## src/rtl/plf_pkg.sv

```systemverilog
package plf_pkg;
  localparam int unsigned DATA_W = 32;
  localparam int unsigned LEN_W  = 16;

  typedef enum logic [1:0] {
    ST_HEAD  = 2'd0,
    ST_BODY  = 2'd1,
    ST_DRAIN = 2'd2
  } rx_state_e;

  typedef struct packed {
    logic              last;
    logic [DATA_W-1:0] data;
  } beat_t;
endpackage

```

## src/rtl/plf_len_fsm.sv

```systemverilog
module plf_len_fsm
  import plf_pkg::*;
#(
  parameter int unsigned SIZE = 4
) (
  input  logic             clk_i,
  input  logic             rst_ni,
  input  logic             beat_i,
  input  logic [LEN_W-1:0] hdr_len_i,
  input  logic             last_i,
  output logic             wr_o,
  output logic             wr_last_o,
  output logic             commit_o,
  output logic             drop_o,
  output logic             drain_o
);
  localparam logic [LEN_W:0] MAX_LEN = (LEN_W+1)'(2**SIZE);

  rx_state_e        state_q, state_d;
  logic [LEN_W-1:0] rem_q, rem_d;
  logic             len_bad, fin;

  assign len_bad = (hdr_len_i == '0) || ({1'b0, hdr_len_i} > MAX_LEN);
  // word that exhausts the header count
  assign fin     = (state_q == ST_HEAD) ? (hdr_len_i == LEN_W'(1)) : (rem_q == LEN_W'(1));
  assign drain_o = (state_q == ST_DRAIN);

  always_comb begin
    state_d   = state_q;
    rem_d     = rem_q;
    wr_o      = 1'b0;
    wr_last_o = 1'b0;
    commit_o  = 1'b0;
    drop_o    = 1'b0;
    if (beat_i) begin
      if (state_q == ST_DRAIN) begin
        if (last_i) state_d = ST_HEAD;
      end else if (state_q == ST_HEAD && len_bad) begin
        drop_o  = 1'b1;
        state_d = last_i ? ST_HEAD : ST_DRAIN;
      end else if (fin) begin
        if (last_i) begin
          wr_o      = 1'b1;
          wr_last_o = 1'b1;
          commit_o  = 1'b1;
          state_d   = ST_HEAD;
        end else begin
          drop_o  = 1'b1;
          state_d = ST_DRAIN;
        end
      end else if (last_i) begin
        drop_o  = 1'b1;
        state_d = ST_HEAD;
      end else begin
        wr_o    = 1'b1;
        state_d = ST_BODY;
        rem_d   = ((state_q == ST_HEAD) ? hdr_len_i : rem_q) - LEN_W'(1);
      end
    end
  end

  always_ff @(posedge clk_i or negedge rst_ni) begin
    if (!rst_ni) begin
      state_q <= ST_HEAD;
      rem_q   <= '0;
    end else begin
      state_q <= state_d;
      rem_q   <= rem_d;
    end
  end
endmodule

```

## src/rtl/plf_store.sv

```systemverilog
module plf_store
  import plf_pkg::*;
#(
  parameter int unsigned SIZE = 4
) (
  input  logic  clk_i,
  input  logic  rst_ni,
  input  logic  wr_i,
  input  beat_t wr_beat_i,
  input  logic  commit_i,
  input  logic  rewind_i,
  input  logic  pop_i,
  output logic  full_o,
  output logic  avail_o,
  output beat_t rd_beat_o
);
  localparam int unsigned DEPTH = 2**SIZE;
  localparam int unsigned PW    = SIZE + 1;

  beat_t         mem [DEPTH];
  logic [PW-1:0] wptr_q, cptr_q, rptr_q;

  assign full_o    = (wptr_q - rptr_q) == PW'(DEPTH);
  assign avail_o   = (rptr_q != cptr_q);
  assign rd_beat_o = mem[rptr_q[SIZE-1:0]];

  always_ff @(posedge clk_i) begin
    if (wr_i) mem[wptr_q[SIZE-1:0]] <= wr_beat_i;
  end

  always_ff @(posedge clk_i or negedge rst_ni) begin
    if (!rst_ni) begin
      wptr_q <= '0;
      cptr_q <= '0;
      rptr_q <= '0;
    end else begin
      // rewind and write never coincide
      if (rewind_i)  wptr_q <= cptr_q;
      else if (wr_i) wptr_q <= wptr_q + PW'(1);
      if (commit_i)  cptr_q <= wptr_q + PW'(1);
      if (pop_i)     rptr_q <= rptr_q + PW'(1);
    end
  end
endmodule

```

## src/rtl/plf_sticky.sv

```systemverilog
module plf_sticky (
  input  logic clk_i,
  input  logic rst_ni,
  input  logic set_i,
  input  logic clr_i,
  output logic flag_o
);
  always_ff @(posedge clk_i or negedge rst_ni) begin
    if (!rst_ni)    flag_o <= 1'b0;
    else if (clr_i) flag_o <= 1'b0;
    else if (set_i) flag_o <= 1'b1;
  end
endmodule

```

## src/rtl/pkt_len_filter.sv

```systemverilog
module pkt_len_filter
  import plf_pkg::*;
#(
  parameter int unsigned SIZE = 4
) (
  input  logic              clk_i,
  input  logic              rst_ni,
  input  logic              clear_i,
  input  logic [DATA_W-1:0] s_tdata_i,
  input  logic              s_tlast_i,
  input  logic              s_tvalid_i,
  output logic              s_tready_o,
  output logic [DATA_W-1:0] m_tdata_o,
  output logic              m_tlast_o,
  output logic              m_tvalid_o,
  input  logic              m_tready_i,
  output logic              bus_error_o
);
  logic  beat, wr, wr_last, commit, drop, drain, full, avail;
  beat_t wr_beat, rd_beat;

  assign s_tready_o   = drain | ~full;
  assign beat         = s_tvalid_i & s_tready_o;
  assign wr_beat.last = wr_last;
  assign wr_beat.data = s_tdata_i;
  assign m_tvalid_o   = avail;
  assign m_tdata_o    = rd_beat.data;
  assign m_tlast_o    = rd_beat.last;

  plf_len_fsm #(.SIZE(SIZE)) u_fsm (
    .clk_i     (clk_i),
    .rst_ni    (rst_ni),
    .beat_i    (beat),
    .hdr_len_i (s_tdata_i[LEN_W-1:0]),
    .last_i    (s_tlast_i),
    .wr_o      (wr),
    .wr_last_o (wr_last),
    .commit_o  (commit),
    .drop_o    (drop),
    .drain_o   (drain)
  );

  plf_store #(.SIZE(SIZE)) u_store (
    .clk_i     (clk_i),
    .rst_ni    (rst_ni),
    .wr_i      (wr),
    .wr_beat_i (wr_beat),
    .commit_i  (commit),
    .rewind_i  (drop),
    .pop_i     (avail & m_tready_i),
    .full_o    (full),
    .avail_o   (avail),
    .rd_beat_o (rd_beat)
  );

  plf_sticky u_err (
    .clk_i  (clk_i),
    .rst_ni (rst_ni),
    .set_i  (drop),
    .clr_i  (clear_i),
    .flag_o (bus_error_o)
  );
endmodule

```

## config.mk

```make
export PLATFORM = sky130hd
export DESIGN_NAME = pkt_len_filter
export DESIGN_NICKNAME = d
export VERILOG_FILES = /design/src/rtl/plf_pkg.sv /design/src/rtl/plf_len_fsm.sv /design/src/rtl/plf_store.sv /design/src/rtl/plf_sticky.sv /design/src/rtl/pkt_len_filter.sv
export SDC_FILE = /design/constraint.sdc
export NUM_CORES = 1
export LEC_CHECK = 0
export ABC_AREA = 1
export BUFFER_PORTS_ARGS = -buffer_cell sky130_fd_sc_hd__buf_2
export CORE_MARGIN = 4
export CORE_UTILIZATION = 60
export CTS_CLUSTER_DIAMETER = 40
export DETAILED_ROUTE_END_ITERATION = 16
export PLACE_DENSITY = 0.86
export SETUP_SLACK_MARGIN = 0.02
export SLEW_MARGIN = 20
export SYNTH_ARGS = -nofsm -noshare
export SYNTH_HDL_FRONTEND = slang
export SYNTH_SLANG_ARGS = --single-unit
```

## constraint.sdc

```tcl
create_clock -name clk_i -period 6.6 [get_ports clk_i]
set_input_delay 0.33 -clock clk_i [delete_from_list [all_inputs] [get_ports clk_i]]
set_output_delay 0.33 -clock clk_i [all_outputs]
set_load 0.1 [all_outputs]
```

==> results.py <==
metrics = {
    "synth": {
        "synth_simple_gate_area_share": 0.118,
        "seq_area_frac_synth": 0.729,
        "muxShareOfSynthArea": 0,
        "synth_compound_area_frac": 0.109,
        "synthXorXnorAreaFrac": 0.00688,
        "synth_adder_area_share": 0.00765,
        "yosys_warnings": 0,
        "synth-seq-cells": 562,
        "avgSynthCellArea_sq_um": 12.4,
        "synth_top_family_by_area": "simple AND/OR/NAND/NOR gates",
        "yosys-top-cells-area": "edfxtp_1 (69%), o21ai_0 (5.9%), nor2_1 (5.3%)",
        "syn_nets": 1905,
        "syn_area_sq_mm": 0.0229,
        "yosys.area.top_type": "edfxtp_1",
        "synthDistinctLibCells": 33,
        "synth.top_cell.area_share": 0.692,
        "synth_cells": 1853,
    },
    "power_and_ir_drop": {
        "switching_share": 0.435,
        "p_leak_nw": 8.87,
        "comb_power_share": 0.391,
        "switchingPower_mw": 5.33,
        "peakVddDrop_mv": 0.537,
        "power.internal_mw": 6.92,
        "p_seq_frac": 0.342,
        "power_density_mw_per_mm2": 472,
        "clock_power_share": 0.267,
    },
    "cts": {
        "cts_buffers": 61,
        "h-tree-depth": 2,
        "cts_tree": "yes",
        "clockBufferDepth": 3,
        "cts-root-buf": "clkbuf_16",
        "cts_sinks": 562,
        "clock_latency_ns": 0.62,
        "ctsResizeCount": 0,
        "clk_pin_slew_ns": 0.06,
    },
    "floorplanning": {
        "die_y_um": 203,
        "fp-row-count": 71,
        "initial_core_util": 0.608,
        "core_area_sq_mm": 0.0377,
        "die_area_sq_mm": 0.0414,
        "die_x_um": 203,
        "pin_count": 74,
    },
    "sta": {
        "fin_crit_sh": 0.726,
        "relSlewSlack": 0.211,
        "max_freq_ghz": 0.209,
        "rsz0062_at_grt": "no",
        "fin_setup_tns_ns": 0,
        "finalHoldViolCount": 0,
        "setup_viol": 0,
        "skew_ns": 0.0273,
        "finalMaxSlewViolations": 0,
        "min_period_ns": 4.79,
        "fin_ws_ns": 1.81,
        "tightest_slew_ns": 1.18,
    },
    "detailed_routing": {
        "final_antenna_net_count": 0,
        "dr_total_vias": 15509,
        "drc": 0,
        "wire_per_inst_um": 22.3,
        "dr.first_iter.drc_count": 2270,
        "dr.pass1.iters": 6,
        "routed_wl_um": 55000,
        "vias_per_cell": 6.29,
    },
    "final_layout": {
        "syn_to_final_growth_pct": 13.3,
        "layout.nets": 1958,
        "finish.utilization": 0.689,
        "drive_gt1_frac": 0.117,
        "diodes": 0,
    },
    "worst_setup_path": {
        "critPathKind": "reg -> out",
        "rrSetupSlack_ns": 2.18,
        "arrival_ns": 4.46,
        "cp-start-kind": "register",
        "end_kind": "output port",
        "critical_path_required_ns": 6.27,
        "crit_fanout": 93,
    },
    "global_route": {
        "grt_pass1_vias": 15772,
        "grt_pass1_wl_um": 85000,
        "grt_overflow": 0,
        "grt_max_degree": 155,
        "antenna_found_initial": 0,
        "grt_usage": 0.262,
    },
    "status": {
        "status": "finished, final reports clean",
    },
    "job": {
        "cap_violations": 0,
    },
    "worst_hold_path": {
        "hp-class": "in -> reg",
    },
    "placed_design": {
        "dp_hpwl_um": 29500,
        "numPortBuffers": 73,
        "gp_congestion": 0.888,
        "pre_cts_slack_ns": 1.85,
    },
}
## flip-flops by register name, indices dropped and copies added (netlist names)
| register | flops |
|---|---|
| u_store.cptr_q | 5 |
| u_fsm.state_q | 2 |
| u_store.wptr_q | 5 |
| u_err.flag_o | 1 |
| u_store.mem | 528 |
| u_fsm.rem_q | 16 |
| u_store.rptr_q | 5 |
## worst max-delay path, cell delays in order, from the launching register on
cell	delay (ns)
dfrtp_4	0.75
buf_4	0.74
buf_4	0.85
o21ai_0	0.26
o221ai_1	0.33
nand3_1	0.17
nand3_1	0.19
buf_2	0.46
## cell usage in the layout, fill, tap and decap left out, types with 5 or more instances in the layout
| cell type | count |
|---|---|
| clkbuf_1 | 19 |
| o22ai_1 | 76 |
| clkinv_2 | 9 |
| nand4_1 | 5 |
| o211ai_1 | 11 |
| o21ai_0 | 268 |
| o21ai_1 | 9 |
| xnor2_1 | 5 |
| nand2_1 | 216 |
| xor2_1 | 13 |
| o221ai_1 | 56 |
| buf_16 | 10 |
| ha_1 | 14 |
| dfrtp_1 | 31 |
| clkbuf_16 | 61 |
| clkinvlp_4 | 5 |
| buf_2 | 73 |
| buf_4 | 14 |
| inv_1 | 49 |
| nand3_1 | 104 |
| edfxtp_1 | 528 |
| nor2_4 | 21 |
| inv_2 | 5 |
| nor2_1 | 305 |
## power groups by stage
stage               clock network [mW]  logic, mW  registers (mW)
CTS                               3.27       4.74            4.19
detailed placement                   0       4.70            4.26
global route                      3.45       5.11            4.20
floorplan                            0       3.75            4.17
finish                            3.27       4.79            4.19
global placement                     0       4.57            4.25
## routing by layer
metal	global-route usage	wire, um	vias to the layer above	share of wire
met1	0.354	20600	7482	0.37
li1	-	-	6880	-
met4	0.101	1620	0	0.030
met2	0.427	26800	1013	0.49
met5	0	0	-	0
met3	0.0542	5970	134	0.11
## logic make-up after synthesis
logic type | count (synthesis)
flip-flops | 562
buffers and inverters | 167
XOR/XNOR | 18
AO/OA/AOI/OAI | 429
AND/OR/NAND/NOR | 663
adder cells (fa/ha/maj) | 14
## path summary, 6_finish.rpt
path	from	endpoint	depth (start not counted)
min	m_tready_i	u_store.rptr_q[0]	3
min in group asynchronous	rst_ni	u_fsm.rem_q[10]	2
max in group asynchronous	rst_ni	u_store.rptr_q[1]	2
max reg2reg	u_fsm.state_q[0]	u_store.mem[12][14]	15
min reg2reg	u_fsm.rem_q[14]	u_fsm.rem_q[14]	2
max	u_store.rptr_q[0]	m_tlast_o	7
## area by class of cell
type	instances	area (sq um)
flip-flops and latches	562	16700
fillers	2447	11700
multi-input cells	1124	5670
clock buffers	82	1630
repair buffers	100	786
well taps	511	639
clock inverters	30	309
inverters	57	220
## timing repair
| action | in CTS | in global routing |
|---|---|---|
| endpoints found under the hold margin | 35 | 0 |
| buffers inserted | 0 | 0 |
| hold buffers | 2 | 0 |
## stage by stage
stage | hold WS [ns] | power, mW | area [sq um] | std cells
3_3_place_gp | 0.442 | 8.82 | 23700 | 2341
3_5_place_dp | 0.457 | 8.95 | 23800 | 2344
2_1_floorplan | 0.0344 | 7.92 | 22900 | 1853
6_report | 0.0243 | 12.2 | 26000 | 2466
5_1_grt | 0.0259 | 12.8 | 26000 | 2466
4_1_cts | 0.00944 | 12.2 | 25700 | 2458
## cell usage after synthesis
cell type  count
o21ai_2        3
inv_1         50
nand3_2        1
clkbuf_1      82
nand3b_1       3
a21oi_4        1
nor2_2         2
nand2_1      216
buf_6          3
xor2_1        13
edfxtp_1     528
o211ai_1      11
clkinv_1       2
buf_4          2
a21oi_1        4
o221ai_1      56
nand2_4        1
o22ai_1       76
xnor2_1        5
nand3_1      104
o21ai_1        9
o21bai_1       1
nor2_4         3
inv_2          5
dfrtp_1       34
ha_1          14
nand4_1        5
buf_1         13
o21ai_0      268
buf_2         10
nand2_2        3
nor2_1       322
nor3_1         3
(Power assumes the default switching activity.)
